==> config.mk <==
export PLATFORM = sky130hd
export DESIGN_NAME = branch_history_predictor
export DESIGN_NICKNAME = d
export VERILOG_FILES = /design/src/rtl/bht_pkg.sv /design/src/rtl/bht_match.sv /design/src/rtl/bht_rr_ptr.sv /design/src/rtl/bht_store.sv /design/src/rtl/branch_history_predictor.sv
export SDC_FILE = /design/constraint.sdc
export NUM_CORES = 1
export LEC_CHECK = 0
export ABC_AREA = 0
export BUFFER_PORTS_ARGS = -buffer_cell sky130_fd_sc_hd__buf_2
export CAP_MARGIN = 5
export CORE_MARGIN = 3
export CORE_UTILIZATION = 40
export DETAILED_ROUTE_END_ITERATION = 6
export PLACE_DENSITY_LB_ADDON = 0.05
export REMOVE_ABC_BUFFERS = 1
export SLEW_MARGIN = 20
export SYNTH_ARGS = -nofsm -noshare
export SYNTH_HDL_FRONTEND = slang
export SYNTH_HIERARCHICAL = 1
export SYNTH_SLANG_ARGS = --single-unit
==> constraint.sdc <==
create_clock -name clk -period 7.1 [get_ports clk]
set_input_delay 1.775 -clock clk [delete_from_list [all_inputs] [get_ports clk]]
set_output_delay 1.775 -clock clk [all_outputs]
set_load 0.005 [all_outputs]
==> src/rtl/bht_pkg.sv <==
// Shared types and counter arithmetic for the branch history table.
// Assumes the two-bit counter encoding: 00 strong not-taken, 01 weak
// not-taken, 10 weak taken, 11 strong taken.
package bht_pkg;

    typedef logic [1:0] hist_t;

    localparam hist_t HIST_SNT = 2'b00;
    localparam hist_t HIST_WNT = 2'b01;
    localparam hist_t HIST_WT  = 2'b10;
    localparam hist_t HIST_ST  = 2'b11;

    // Step a counter one place toward the resolved outcome, saturating.
    function automatic hist_t hist_step(input hist_t cur, input logic taken);
        hist_t nxt;
        nxt = cur;
        if (taken && cur != HIST_ST)
            nxt = cur + 2'd1;
        else if (!taken && cur != HIST_SNT)
            nxt = cur - 2'd1;
        return nxt;
    endfunction

    // Starting counter for a freshly allocated branch.
    function automatic hist_t hist_seed(input logic taken);
        return taken ? HIST_WT : HIST_WNT;
    endfunction

endpackage

==> src/rtl/bht_match.sv <==
// Compares one address against every slot tag in parallel.
// Assumes the caller keeps tags unique among valid slots.
module bht_match #(
    parameter int ENTRIES = 4,
    parameter int PC_W    = 32
) (
    input  logic [PC_W-1:0]    addr,
    input  logic [PC_W-1:0]    tags  [ENTRIES],
    input  logic [ENTRIES-1:0] valid,
    output logic [ENTRIES-1:0] hit_vec
);

    for (genvar i = 0; i < ENTRIES; i++) begin : g_cmp
        // Per-slot tag comparison qualified by the valid bit.
        assign hit_vec[i] = valid[i] && (tags[i] == addr);
    end

endmodule

==> src/rtl/bht_rr_ptr.sv <==
// Round-robin victim pointer; advances once per allocation and wraps.
// Assumes ENTRIES >= 2.
module bht_rr_ptr #(
    parameter int ENTRIES = 4,
    localparam int IDX_W  = $clog2(ENTRIES)
) (
    input  logic             clk,
    input  logic             rst_n,
    input  logic             advance,
    output logic [IDX_W-1:0] ptr
);

    localparam logic [IDX_W-1:0] LAST = IDX_W'(ENTRIES - 1);

    // Step the pointer after each allocation, wrapping at the last slot.
    always_ff @(posedge clk) begin
        if (!rst_n)
            ptr <= '0;
        else if (advance)
            ptr <= (ptr == LAST) ? '0 : ptr + 1'b1;
    end

    assert_rr_step_R7: assert property (@(posedge clk) disable iff (!rst_n)
        advance |=> ptr == (($past(ptr) == LAST) ? '0 : $past(ptr) + 1'b1));

    assert_rr_hold_R7: assert property (@(posedge clk) disable iff (!rst_n)
        !advance |=> $stable(ptr));

endmodule

==> src/rtl/bht_store.sv <==
// Slot storage: tag, target, counter and valid for every slot.
// A slot is written either by allocation or by a hit update, never both,
// which the top guarantees because allocation happens only on a miss.
module bht_store #(
    parameter int ENTRIES = 4,
    parameter int PC_W    = 32
) (
    input  logic                clk,
    input  logic                rst_n,
    input  logic [ENTRIES-1:0]  alloc_sel,
    input  logic [ENTRIES-1:0]  upd_sel,
    input  logic [PC_W-1:0]     wr_pc,
    input  logic [PC_W-1:0]     wr_target,
    input  logic                wr_taken,
    output logic [PC_W-1:0]     tags    [ENTRIES],
    output logic [PC_W-1:0]     targets [ENTRIES],
    output bht_pkg::hist_t      hist    [ENTRIES],
    output logic [ENTRIES-1:0]  valid
);
    import bht_pkg::*;

    for (genvar i = 0; i < ENTRIES; i++) begin : g_slot
        // Write one slot: fill on allocation, train on a hit update.
        always_ff @(posedge clk) begin
            if (!rst_n) begin
                valid[i]   <= 1'b0;
                tags[i]    <= '0;
                targets[i] <= '0;
                hist[i]    <= HIST_WNT;
            end else if (alloc_sel[i]) begin
                valid[i]   <= 1'b1;
                tags[i]    <= wr_pc;
                targets[i] <= wr_target;
                hist[i]    <= hist_seed(wr_taken);
            end else if (upd_sel[i]) begin
                targets[i] <= wr_target;
                hist[i]    <= hist_step(hist[i], wr_taken);
            end
        end

        assert_sat_up_R4: assert property (@(posedge clk) disable iff (!rst_n)
            (upd_sel[i] && wr_taken && hist[i] != HIST_ST)
                |=> hist[i] == $past(hist[i]) + 2'd1);

        assert_sat_down_R4: assert property (@(posedge clk) disable iff (!rst_n)
            (upd_sel[i] && !wr_taken && hist[i] != HIST_SNT)
                |=> hist[i] == $past(hist[i]) - 2'd1);

        assert_sat_hold_R4: assert property (@(posedge clk) disable iff (!rst_n)
            (upd_sel[i] && ((wr_taken && hist[i] == HIST_ST) ||
                            (!wr_taken && hist[i] == HIST_SNT)))
                |=> $stable(hist[i]));

        assert_alloc_fill_R3: assert property (@(posedge clk) disable iff (!rst_n)
            alloc_sel[i] |=> valid[i] && tags[i] == $past(wr_pc) &&
                hist[i] == ($past(wr_taken) ? HIST_WT : HIST_WNT));

        assert_target_refresh_R9: assert property (@(posedge clk) disable iff (!rst_n)
            upd_sel[i] |=> targets[i] == $past(wr_target));
    end

endmodule

==> src/rtl/branch_history_predictor.sv <==
// Branch history table with target storage for the fetch stage.
// Lookup is combinational from registered slot state, so a same-cycle
// update is seen by lookups only from the next cycle on. Misses on the
// update port allocate at a round-robin pointer. Assumes ENTRIES >= 2.
module branch_history_predictor #(
    parameter int ENTRIES = 8,
    parameter int PC_W    = 32
) (
    input  logic            clk,
    input  logic            rst_n,
    input  logic [PC_W-1:0] fetch_pc,
    output logic            pred_hit,
    output logic            pred_taken,
    output logic [PC_W-1:0] pred_target,
    input  logic            res_valid,
    input  logic [PC_W-1:0] res_pc,
    input  logic [PC_W-1:0] res_target,
    input  logic            res_taken
);
    import bht_pkg::*;

    localparam int IDX_W = $clog2(ENTRIES);

    logic [PC_W-1:0]    tags    [ENTRIES];
    logic [PC_W-1:0]    targets [ENTRIES];
    hist_t              hist    [ENTRIES];
    logic [ENTRIES-1:0] valid;
    logic [ENTRIES-1:0] look_vec;
    logic [ENTRIES-1:0] res_vec;
    logic [ENTRIES-1:0] alloc_sel;
    logic [ENTRIES-1:0] upd_sel;
    logic [IDX_W-1:0]   victim;
    logic               do_alloc;

    bht_match #(.ENTRIES(ENTRIES), .PC_W(PC_W)) u_look_match (
        .addr(fetch_pc), .tags(tags), .valid(valid), .hit_vec(look_vec));

    bht_match #(.ENTRIES(ENTRIES), .PC_W(PC_W)) u_res_match (
        .addr(res_pc), .tags(tags), .valid(valid), .hit_vec(res_vec));

    assign do_alloc = res_valid && (res_vec == '0);

    bht_rr_ptr #(.ENTRIES(ENTRIES)) u_ptr (
        .clk(clk), .rst_n(rst_n), .advance(do_alloc), .ptr(victim));

    // Turn the update into per-slot write strobes.
    always_comb begin
        for (int i = 0; i < ENTRIES; i++) begin
            alloc_sel[i] = do_alloc && (victim == IDX_W'(i));
            upd_sel[i]   = res_valid && res_vec[i];
        end
    end

    bht_store #(.ENTRIES(ENTRIES), .PC_W(PC_W)) u_store (
        .clk(clk), .rst_n(rst_n),
        .alloc_sel(alloc_sel), .upd_sel(upd_sel),
        .wr_pc(res_pc), .wr_target(res_target), .wr_taken(res_taken),
        .tags(tags), .targets(targets), .hist(hist), .valid(valid));

    // Select the matching slot's target and direction for fetch.
    always_comb begin
        pred_hit    = |look_vec;
        pred_taken  = 1'b0;
        pred_target = '0;
        for (int i = 0; i < ENTRIES; i++) begin
            if (look_vec[i]) begin
                pred_taken  = pred_taken | hist[i][1];
                pred_target = pred_target | targets[i];
            end
        end
    end

    assert_single_hit_R10: assert property (@(posedge clk) disable iff (!rst_n)
        $onehot0(look_vec) && $onehot0(res_vec));

    assert_miss_quiet_R2: assert property (@(posedge clk) disable iff (!rst_n)
        !pred_hit |-> !pred_taken && pred_target == '0);

    assert_one_writer_R3: assert property (@(posedge clk) disable iff (!rst_n)
        $onehot0(alloc_sel) && ((alloc_sel & upd_sel) == '0));

    assert_reset_empty_R1: assert property (@(posedge clk)
        !rst_n |=> valid == '0);

endmodule

==> results of run 1 <==
[per-stage QoR]
step | util [%] | TNS (ps) | area, um2
2_1_floorplan | - | -1119480 | 25540
3_3_place_gp | 41.33 | 0 | 28050
3_5_place_dp | 41.33 | 0 | 28050
4_1_cts | 44.40 | 0 | 30130
5_1_grt | 44.40 | 0 | 30130
6_report | 44.40 | 0 | 30140
[layout make-up]
cell class              instances  share of cell area [%]
multi-input cells            2312                   49.32
well taps                     921                   3.824
inverters                       9                  0.1370
clock inverters                13                  0.5065
flip-flops and latches        539                   35.80
clock buffers                  99                   6.394
repair buffers                187                   4.011
diodes                          1                0.008304
[power breakdown]
part	switching (uW)	total [uW]	leakage (uW)	internal (uW)
registers	47.9	3130	0.00436	3080
clock network	1340	3290	0.00102	1950
logic	421	613	0.00592	193
[final timing paths]
check	from	endpoint	slack [ps]
worst min-delay path	u_store/targets[46]	u_store/targets[46]	450
worst min register to register	u_store/targets[46]	u_store/targets[46]	450
worst max register to register	u_store/tags[255]	u_store/targets[77]	2880
worst max-delay path	fetch_pc[28]	pred_target[6]	720
[metal layers]
layer | GRT usage [%] | vias to the layer above | part of all wire (%)
met5 | 0 | - | 0
met4 | 10.92 | 0 | 4.3
met3 | 4.001 | 182 | 5.1
met2 | 43.76 | 646 | 48
met1 | 32.36 | 10860 | 43
li1 | - | 10470 | -
[kinds of logic (layout without fill, tap and decap cells)]
| group | after synthesis | after routing | share of synthesized area, % |
|---|---|---|---|
| compound gates | 437 | 437 | 9.836 |
| fa+ha+maj | 2 | 2 | 0.09035 |
| buf+inv | 321 | 308 | 7.875 |
| flops | 539 | 539 | 38.97 |
| other cells | 0 | 1 | 0 |
| simple gates | 1103 | 1103 | 17.71 |
| xor+xnor | 512 | 512 | 16.19 |
| mux | 258 | 258 | 9.326 |
[flip-flops by register name, indices dropped and copies added, names as in the netlist]
register and flops:
u_store/tags 256, u_store/targets 256, u_store/hist 16, u_store/valid 8
u_ptr/ptr 3
[placed cells by master (no fill, tap or decap), drive strengths merged, types with 14 or more instances in the layout]
| cell | instances |
|---|---|
| nor4 | 122 |
| nand2b | 14 |
| xnor2 | 16 |
| o21ai | 17 |
| nand4 | 49 |
| dfxtp | 539 |
| buf | 187 |
| nand3 | 33 |
| a22oi | 132 |
| nor2 | 288 |
| nor3 | 33 |
| a21oi | 270 |
| mux2i | 258 |
| or2 | 22 |
| clkbuf | 99 |
| xor2 | 496 |
| nand2 | 522 |
[tightest hold or removal path, cell delays in order, from the launching register on]
cell and delay, ps:
dfxtp_1 300, nand2_1 50, a21oi_1 50
==> results_dict.tcl, run 1 <==
set metrics [dict create \
    clk_pin_slew_ps 60 \
    outcome "completed" \
    reg2reg_depth 10 \
    yosys.area.top_type "dfxtp_1" \
    finalSetupViolations 0 \
    seqCellArea_um2 10790 \
    nFillCells 6717 \
    required_ps 5330 \
    initialDrtViolationCount 1758 \
    worst_setup_path_start_kind "input pin" \
    cp.arrival_ps 4600 \
    cts_hold_buf 0 \
    p_leak_uw 0.01130 \
    antenna_found_initial 0 \
    cp_cell_sequence "buf_2 -> buf_4 -> xor2_1 -> nor4_1 -> nand4_1 -> nor3_2 -> buf_12 -> a22oi_1 -> nand4_1 -> buf_2" \
    max_stage_delay_ps 660 \
    fmax_ghz 0.1568 \
    grt_max_degree 208 \
    synth_area_leaders "dfxtp_1 (39%), xor2_1 (16%), mux2i_1 (9.3%)" \
    hold-worst-slack_ps 447.9 \
    tightest_slew_ps 1247 \
    die_x_um 269.1 \
    fp-row-count 95 \
    post_cts_buffers 0 \
    grtUsageTotal_pct 25.71 \
    yosys_warnings 6 \
    synth_seq_cells 539 \
    synth_edf_count 0 \
    async_flop_share_pct 0 \
    post-place-cells 3968 \
    overflow 0 \
    place_congestion 0.8746 \
    pre_cts_ws_ps 781.5 \
    worst-path-stages 10 \
    finalClockSkew_ps 24.31 \
    cts_tree "built" \
    setup_slack_ps 720.7 \
    holdCritPathClass "reg2reg" \
    crit_slowest_cell "nor4_1" \
    finalPower_uw 7032 \
    clk_latency_ps 610 \
    drv_cap 0 \
    vdd_ir_drop_max_mv 0.1998 \
    io_pins 134 \
    h-tree-depth 3 \
    cp_top_family "simple AND/OR/NAND/NOR gates" \
    clockBufferDepth 3 \
    syn_avg_cell_area_um2 8.730 \
    synth_common_cells "dfxtp_1 (539), nand2_1 (522), xor2_1 (496), nor2_1 (285), mux2i_1 (258)" \
    crit_path_end_kind "primary output" \
    final.period_utilization_pct 89.85 \
    ant_nets 0 \
    synth_area_um2 27690 \
    core_um2 67870 \
    ctsResizeCount 0 \
    cts_buffers 66 \
    firstDrtPassIters 5 \
    viasPerCell 5.430 \
    drc 0 \
    grt_pass1_vias 22060 \
    final_cells 4081 \
    maxSlewHeadroom_pct 16.85 \
    power.density_nw_per_um2 233.4 \
    io_buffer_count 133 \
    path_class "in2out" \
    cts-root-buf "clkbuf_16" \
    synth_top_area_share_pct 38.97 \
    hpwl_mm 58.95 \
    wire_per_inst_um 23.55 \
    min_path_cells 2 \
    synth_seq_area_share_pct 38.97 \
    ys.flop_type "dfxtp_1" \
    worstPathMaxFanout 34 \
    dieArea_um2 72420 \
    grt_pass1_wl_mm 142.3 \
    start_util_pct 40.80 \
    drv_slew 0 \
    cts_sinks 539 \
    synthCells 3172 \
    drt_wl_total_mm 96.11 \
    fp.dieH_um 269.1 \
    multi_input_area_um2 14860 \
    hold_viol 0 \
    ys_types 45 \
    final_nets 3217 \
    drive_gt1_share_pct 11.81 \
    rsz0062_at_grt "no" \
    vias 22160 \
    yosysMostFrequentCell "dfxtp_1" \
    critPathBufInv 4 \
    min_period_ps 6379 \
    areaGrowthSynthToFinish_pct 8.829 \
]
(Power assumes the default switching activity.)
==> run 2, diff against run 1 <==
- GPL_TIMING_DRIVEN: default -> 0
==> run 2 against run 1 <==
  * Via count up 0.66%
  * Fmax down 5.3%
  * Critical endpoint unchanged
  * Critical path depth unchanged
  * Highest routed layer unchanged
==> results_dict.tcl, run 2 (synthesis results as in run 1) <==
set metrics [dict create \
    cts_sinks 539 \
    maxSlewHeadroom_pct 32.08 \
    p_leak_uw 0.01179 \
    netSwitchingPower_uw 1767 \
    power.density_nw_per_um2 224.3 \
    post_cts_buffers 0 \
    cts_tree "built" \
    final.period_utilization_pct 94.88 \
    worst_setup_path_start_kind "input pin" \
    drive_gt1_share_pct 13.57 \
    fp.dieH_um 269.1 \
    hold_path_startpoint "u_store/targets[230]" \
    timing.rr.end "u_store/targets[178]" \
    reg.largest.list "u_store/tags x256, u_store/targets x256, u_store/hist x16" \
    grt_pass1_wl_mm 141.4 \
    timing.rr.start "u_store/tags[89]" \
    reg2reg_setup_slack_ps 2610 \
    reg2reg_depth 13 \
    antenna_found_initial 1 \
    wire_per_inst_um 22.81 \
    cts_hold_buf 0 \
    hpwl_mm 63.55 \
    worstPathMaxFanout 11 \
    firstDrtPassIters 5 \
    cts_buffers 61 \
    finalClockSkew_ps 24.20 \
    hold_viol 0 \
    final_core_util_pct 45.49 \
    start_util_pct 40.80 \
    finalSetupViolations 0 \
    rsz0062_at_grt "no" \
    holdCritPathClass "reg2reg" \
    fmax_ghz 0.1485 \
    io_pins 134 \
    cts-root-buf "clkbuf_16" \
    final_common_cell "dfxtp_1" \
    cp.arrival_ps 4960 \
    drt_wl_total_mm 94.50 \
    place_congestion 0.8211 \
    finalPower_uw 6924 \
    clk_pin_slew_ps 60 \
    h-tree-depth 2 \
    final_nets 3273 \
    drv_cap 0 \
    p_sw_share_pct 25.52 \
    core_um2 67870 \
    layout_common_cells "dfxtp_1 (539), nand2_1 (522), xor2_1 (496), nor2_1 (280), mux2i_1 (258)" \
    grtUsageTotal_pct 25.34 \
    io_buffer_count 133 \
    clkPwrFrac_pct 45.8 \
    clockBufferDepth 3 \
    clk_latency_ps 640 \
    comb_power_share_pct 9.0 \
    areaGrowthSynthToFinish_pct 11.49 \
    hold-path-endpoint "u_store/targets[230]" \
    min_path_cells 2 \
    fp-row-count 95 \
    initialDrtViolationCount 1526 \
    power.internal_uw 5157 \
    drv_slew 0 \
    dieArea_um2 72420 \
    grt_max_degree 117 \
    die_x_um 269.1 \
    path_class "in2out" \
    ctsResizeCount 0 \
    tightest_slew_ps 1010 \
    required_ps 5330 \
    seqPwrFrac_pct 45.2 \
    outcome "completed" \
    ant_nets 0 \
    viasPerCell 5.386 \
    overflow 0 \
    grt_pass1_vias 22420 \
    vdd_ir_drop_max_mv 0.1754 \
    crit_path_end_kind "primary output" \
    vias 22310 \
    drc 0 \
    min_period_ps 6736 \
]
run 2: per-stage QoR:
stage	hold WS, ps	worst slack, ps	TNS [ps]	cell area (um2)	std cells
after floorplan	431.9	-3277	-1119480	25540	2860
after global placement	437.2	-13640	-4552630	27360	3914
after detailed placement	443.0	261.7	0	28860	4029
after CTS	451.0	256.8	0	30870	4141
after global routing	464.0	310.8	0	30870	4142
final	448.6	363.7	0	30870	4142
run 2: worst max-delay path by stage:
stage                     slack [ps]             endpoint         start  depth (start not counted)
after floorplan                -3280  u_store/targets[10]    res_pc[28]                          9
after global placement        -13640  u_store/targets[14]     res_pc[0]                         10
after detailed placement         260      pred_target[28]  fetch_pc[21]                         10
after CTS                        260      pred_target[28]  fetch_pc[21]                         10
after global routing             310      pred_target[28]  fetch_pc[21]                         10
final                            360       pred_target[6]  fetch_pc[25]                         10
run 2: final cells by class:
type | instances | area [um2]
Clock buffer | 100 | 1926
Tap cell | 921 | 1152
Inverter | 9 | 41.29
Fill cell | 6578 | 37000
Antenna cell | 1 | 2.502
Timing Repair Buffer | 248 | 2011
Multi-Input combinational cell | 2312 | 14860
Sequential cell | 539 | 10790
Clock inverter | 12 | 88.84
run 2: power groups by stage:
stage	Sequential [uW]	Clock, uW	Combinational [uW]
2_1_floorplan	3180	0	321
3_3_place_gp	3190	0	607
3_5_place_dp	3190	0	621
4_1_cts	3130	3250	624
5_1_grt	3130	3370	670
6_report	3130	3170	623
run 2: critical path: stages:
cell and delay [ps]:
buf_2 390, xor2_1 130, nor4_1 520, nand4_1 530
nor3_4 710, buf_8 260, buf_16 160, a22oi_1 80
nand4_1 230, buf_2 160
run 2: routing by layer:
metal  wire length [um]  vias up  share of wire, %  GRT usage (%)
li1                   -    10610                 -              -
met1              40380    10970                43          31.82
met2              47250      572                50          45.47
met3               4138      156               4.4          2.996
met4               2727        0               2.9          7.463
met5                  0        -                 0              0
==> run 3, diff against run 2 <==
- CTS_BUF_LIST: default -> sky130_fd_sc_hd__clkbuf_8
==> run 3 against run 2 <==
  * Clock skew rose by 6.7 ps
  * Final area barely moved
  * Combinational power barely moved
  * Non-clock buffer count did not move
  * Clock power fell by 5%
  * Core utilization barely moved
  * Sequential cell count did not move
  * Register-to-register slack improved by 90 ps
  * Critical path depth did not move
  * Sequential power barely moved
  * Largest cell class unchanged
==> results_dict.tcl, run 3 (synthesis results as in run 1) <==
set metrics [dict create \
    drv_slew 0 \
    comb_power_share_pct 9.2 \
    worst_setup_path_start_kind "input pin" \
    firstDrtPassIters 7 \
    seqPwrFrac_pct 46.3 \
    cts_sinks 539 \
    required_ps 5330 \
    hold_viol 0 \
    io_pins 134 \
    nFillCells 6610 \
    vdd_ir_drop_max_mv 0.1413 \
    fmax_ghz 0.1479 \
    fp.dieH_um 269.1 \
    die_x_um 269.1 \
    grt_pass1_wl_mm 142.4 \
    final_cells 4216 \
    drt_wl_total_mm 95.41 \
    drv_cap 0 \
    final_nets 3311 \
    top_layer "met4" \
    min_period_ps 6762 \
    finalSetupViolations 0 \
    final.period_utilization_pct 95.23 \
    ant_nets 0 \
    start_util_pct 40.80 \
    drc 0 \
    finalClockSkew_ps 30.89 \
    outcome "completed" \
    clockBufferDepth 3 \
    post_cts_buffers 0 \
    wl_met3_mm 3.995 \
    crit_path_end_kind "primary output" \
    hold_path_startpoint "u_store/targets[230]" \
    worstPathMaxFanout 11 \
    layout_common_cells "dfxtp_1 (539), nand2_1 (522), xor2_1 (496), nor2_1 (280), mux2i_1 (258)" \
    clkPwrFrac_pct 44.4 \
    antenna_found_initial 3 \
    final_core_util_pct 45.48 \
    final_common_cell "dfxtp_1" \
    h-tree-depth 3 \
    clk_latency_ps 710 \
    met1_length_mm 41.19 \
    grt_max_degree 117 \
    finalSetupTns_ps 0 \
    dieArea_um2 72420 \
    vias 22610 \
    timing.rr.start "u_store/tags[89]" \
    io_buffer_count 133 \
    wl_met2_mm 47.41 \
    initialDrtViolationCount 1605 \
    multi_input_area_um2 14860 \
    grtUsageTotal_pct 25.52 \
    hold-worst-slack_ps 448.5 \
    seqCellArea_um2 10790 \
    hpwl_mm 63.55 \
    cts_tree "built" \
    post-place-cells 4029 \
    path_class "in2out" \
    ctsResizeCount 0 \
    holdCritPathClass "reg2reg" \
    cp.arrival_ps 4990 \
    netSwitchingPower_uw 1846 \
    wire_per_inst_um 22.63 \
    cts_hold_buf 0 \
    cp_cell_sequence "buf_2 -> xor2_1 -> nor4_1 -> nand4_1 -> nor3_4 -> buf_8 -> buf_16 -> a22oi_1 -> nand4_1 -> buf_2" \
    core_um2 67870 \
    grt_pass1_vias 22810 \
    startpoint "fetch_pc[21]" \
    reg.largest.list "u_store/tags x256, u_store/targets x256, u_store/hist x16" \
    cts-root-buf "clkbuf_8" \
    power.internal_uw 4909 \
    p_sw_share_pct 27.33 \
    max_stage_delay_ps 760 \
    tightest_slew_ps 985.9 \
    cts_buffers 99 \
    maxSlewHeadroom_pct 33.66 \
    drive_gt1_share_pct 14.68 \
    clk_pin_slew_ps 60 \
    power.density_nw_per_um2 218.8 \
    overflow 0 \
    fp-row-count 95 \
    crit_slowest_cell "nor4_1" \
    areaGrowthSynthToFinish_pct 11.48 \
    place_congestion 0.8211 \
    p_leak_uw 0.01198 \
    rsz0062_at_grt "no" \
    viasPerCell 5.364 \
]
[run 3: path summary, 6_finish.rpt]
check | endpoint | slack [ps] | depth (start not counted)
min reg2reg | u_store/targets[230] | 450 | 2
min | u_store/targets[230] | 450 | 2
max | pred_target[28] | 340 | 10
max reg2reg | u_store/targets[188] | 2700 | 13
[run 3: area by class of cell]
| class | instances | share of cell area (%) |
|---|---|---|
| timing repair buffer | 248 | 6.513 |
| multi-input combinational | 2312 | 48.14 |
| inverter | 9 | 0.1338 |
| sequential | 539 | 34.95 |
| clock inverter | 58 | 0.9160 |
| tap | 921 | 3.733 |
| antenna | 4 | 0.03243 |
| clock buffer | 125 | 5.573 |
[run 3: routing by layer]
| metal | global-route usage (%) | vias to the layer above |
|---|---|---|
| met5 | 0 | - |
| met4 | 8.180 | 0 |
| met3 | 3.414 | 174 |
| met2 | 45.60 | 575 |
| met1 | 31.71 | 11160 |
| li1 | - | 10700 |
[run 3: power by group through the flow]
stage	combinational (uW)	sequential (uW)	clock, uW
after floorplan	321	3180	0
after global placement	607	3190	0
after detailed placement	621	3190	0
after CTS	624	3130	3090
after global routing	670	3140	3210
final	624	3130	3000
[run 3: critical path, delay by kind of cell]
| family | cells | cell delay, ps |
|---|---|---|
| compound gates | 1 | 100 |
| buf+inv | 4 | 900 |
| xor+xnor | 1 | 130 |
| simple gates | 4 | 2050 |
[run 3: stage by stage]
stage	cell area, um2	total power (uW)	setup WS [ps]
final	30870	6754	338.5
after global routing	30870	7014	309.9
after CTS	30860	6842	256.5
after detailed placement	28860	3815	261.7
after global placement	27360	3799	-13640
after floorplan	25540	3505	-3277
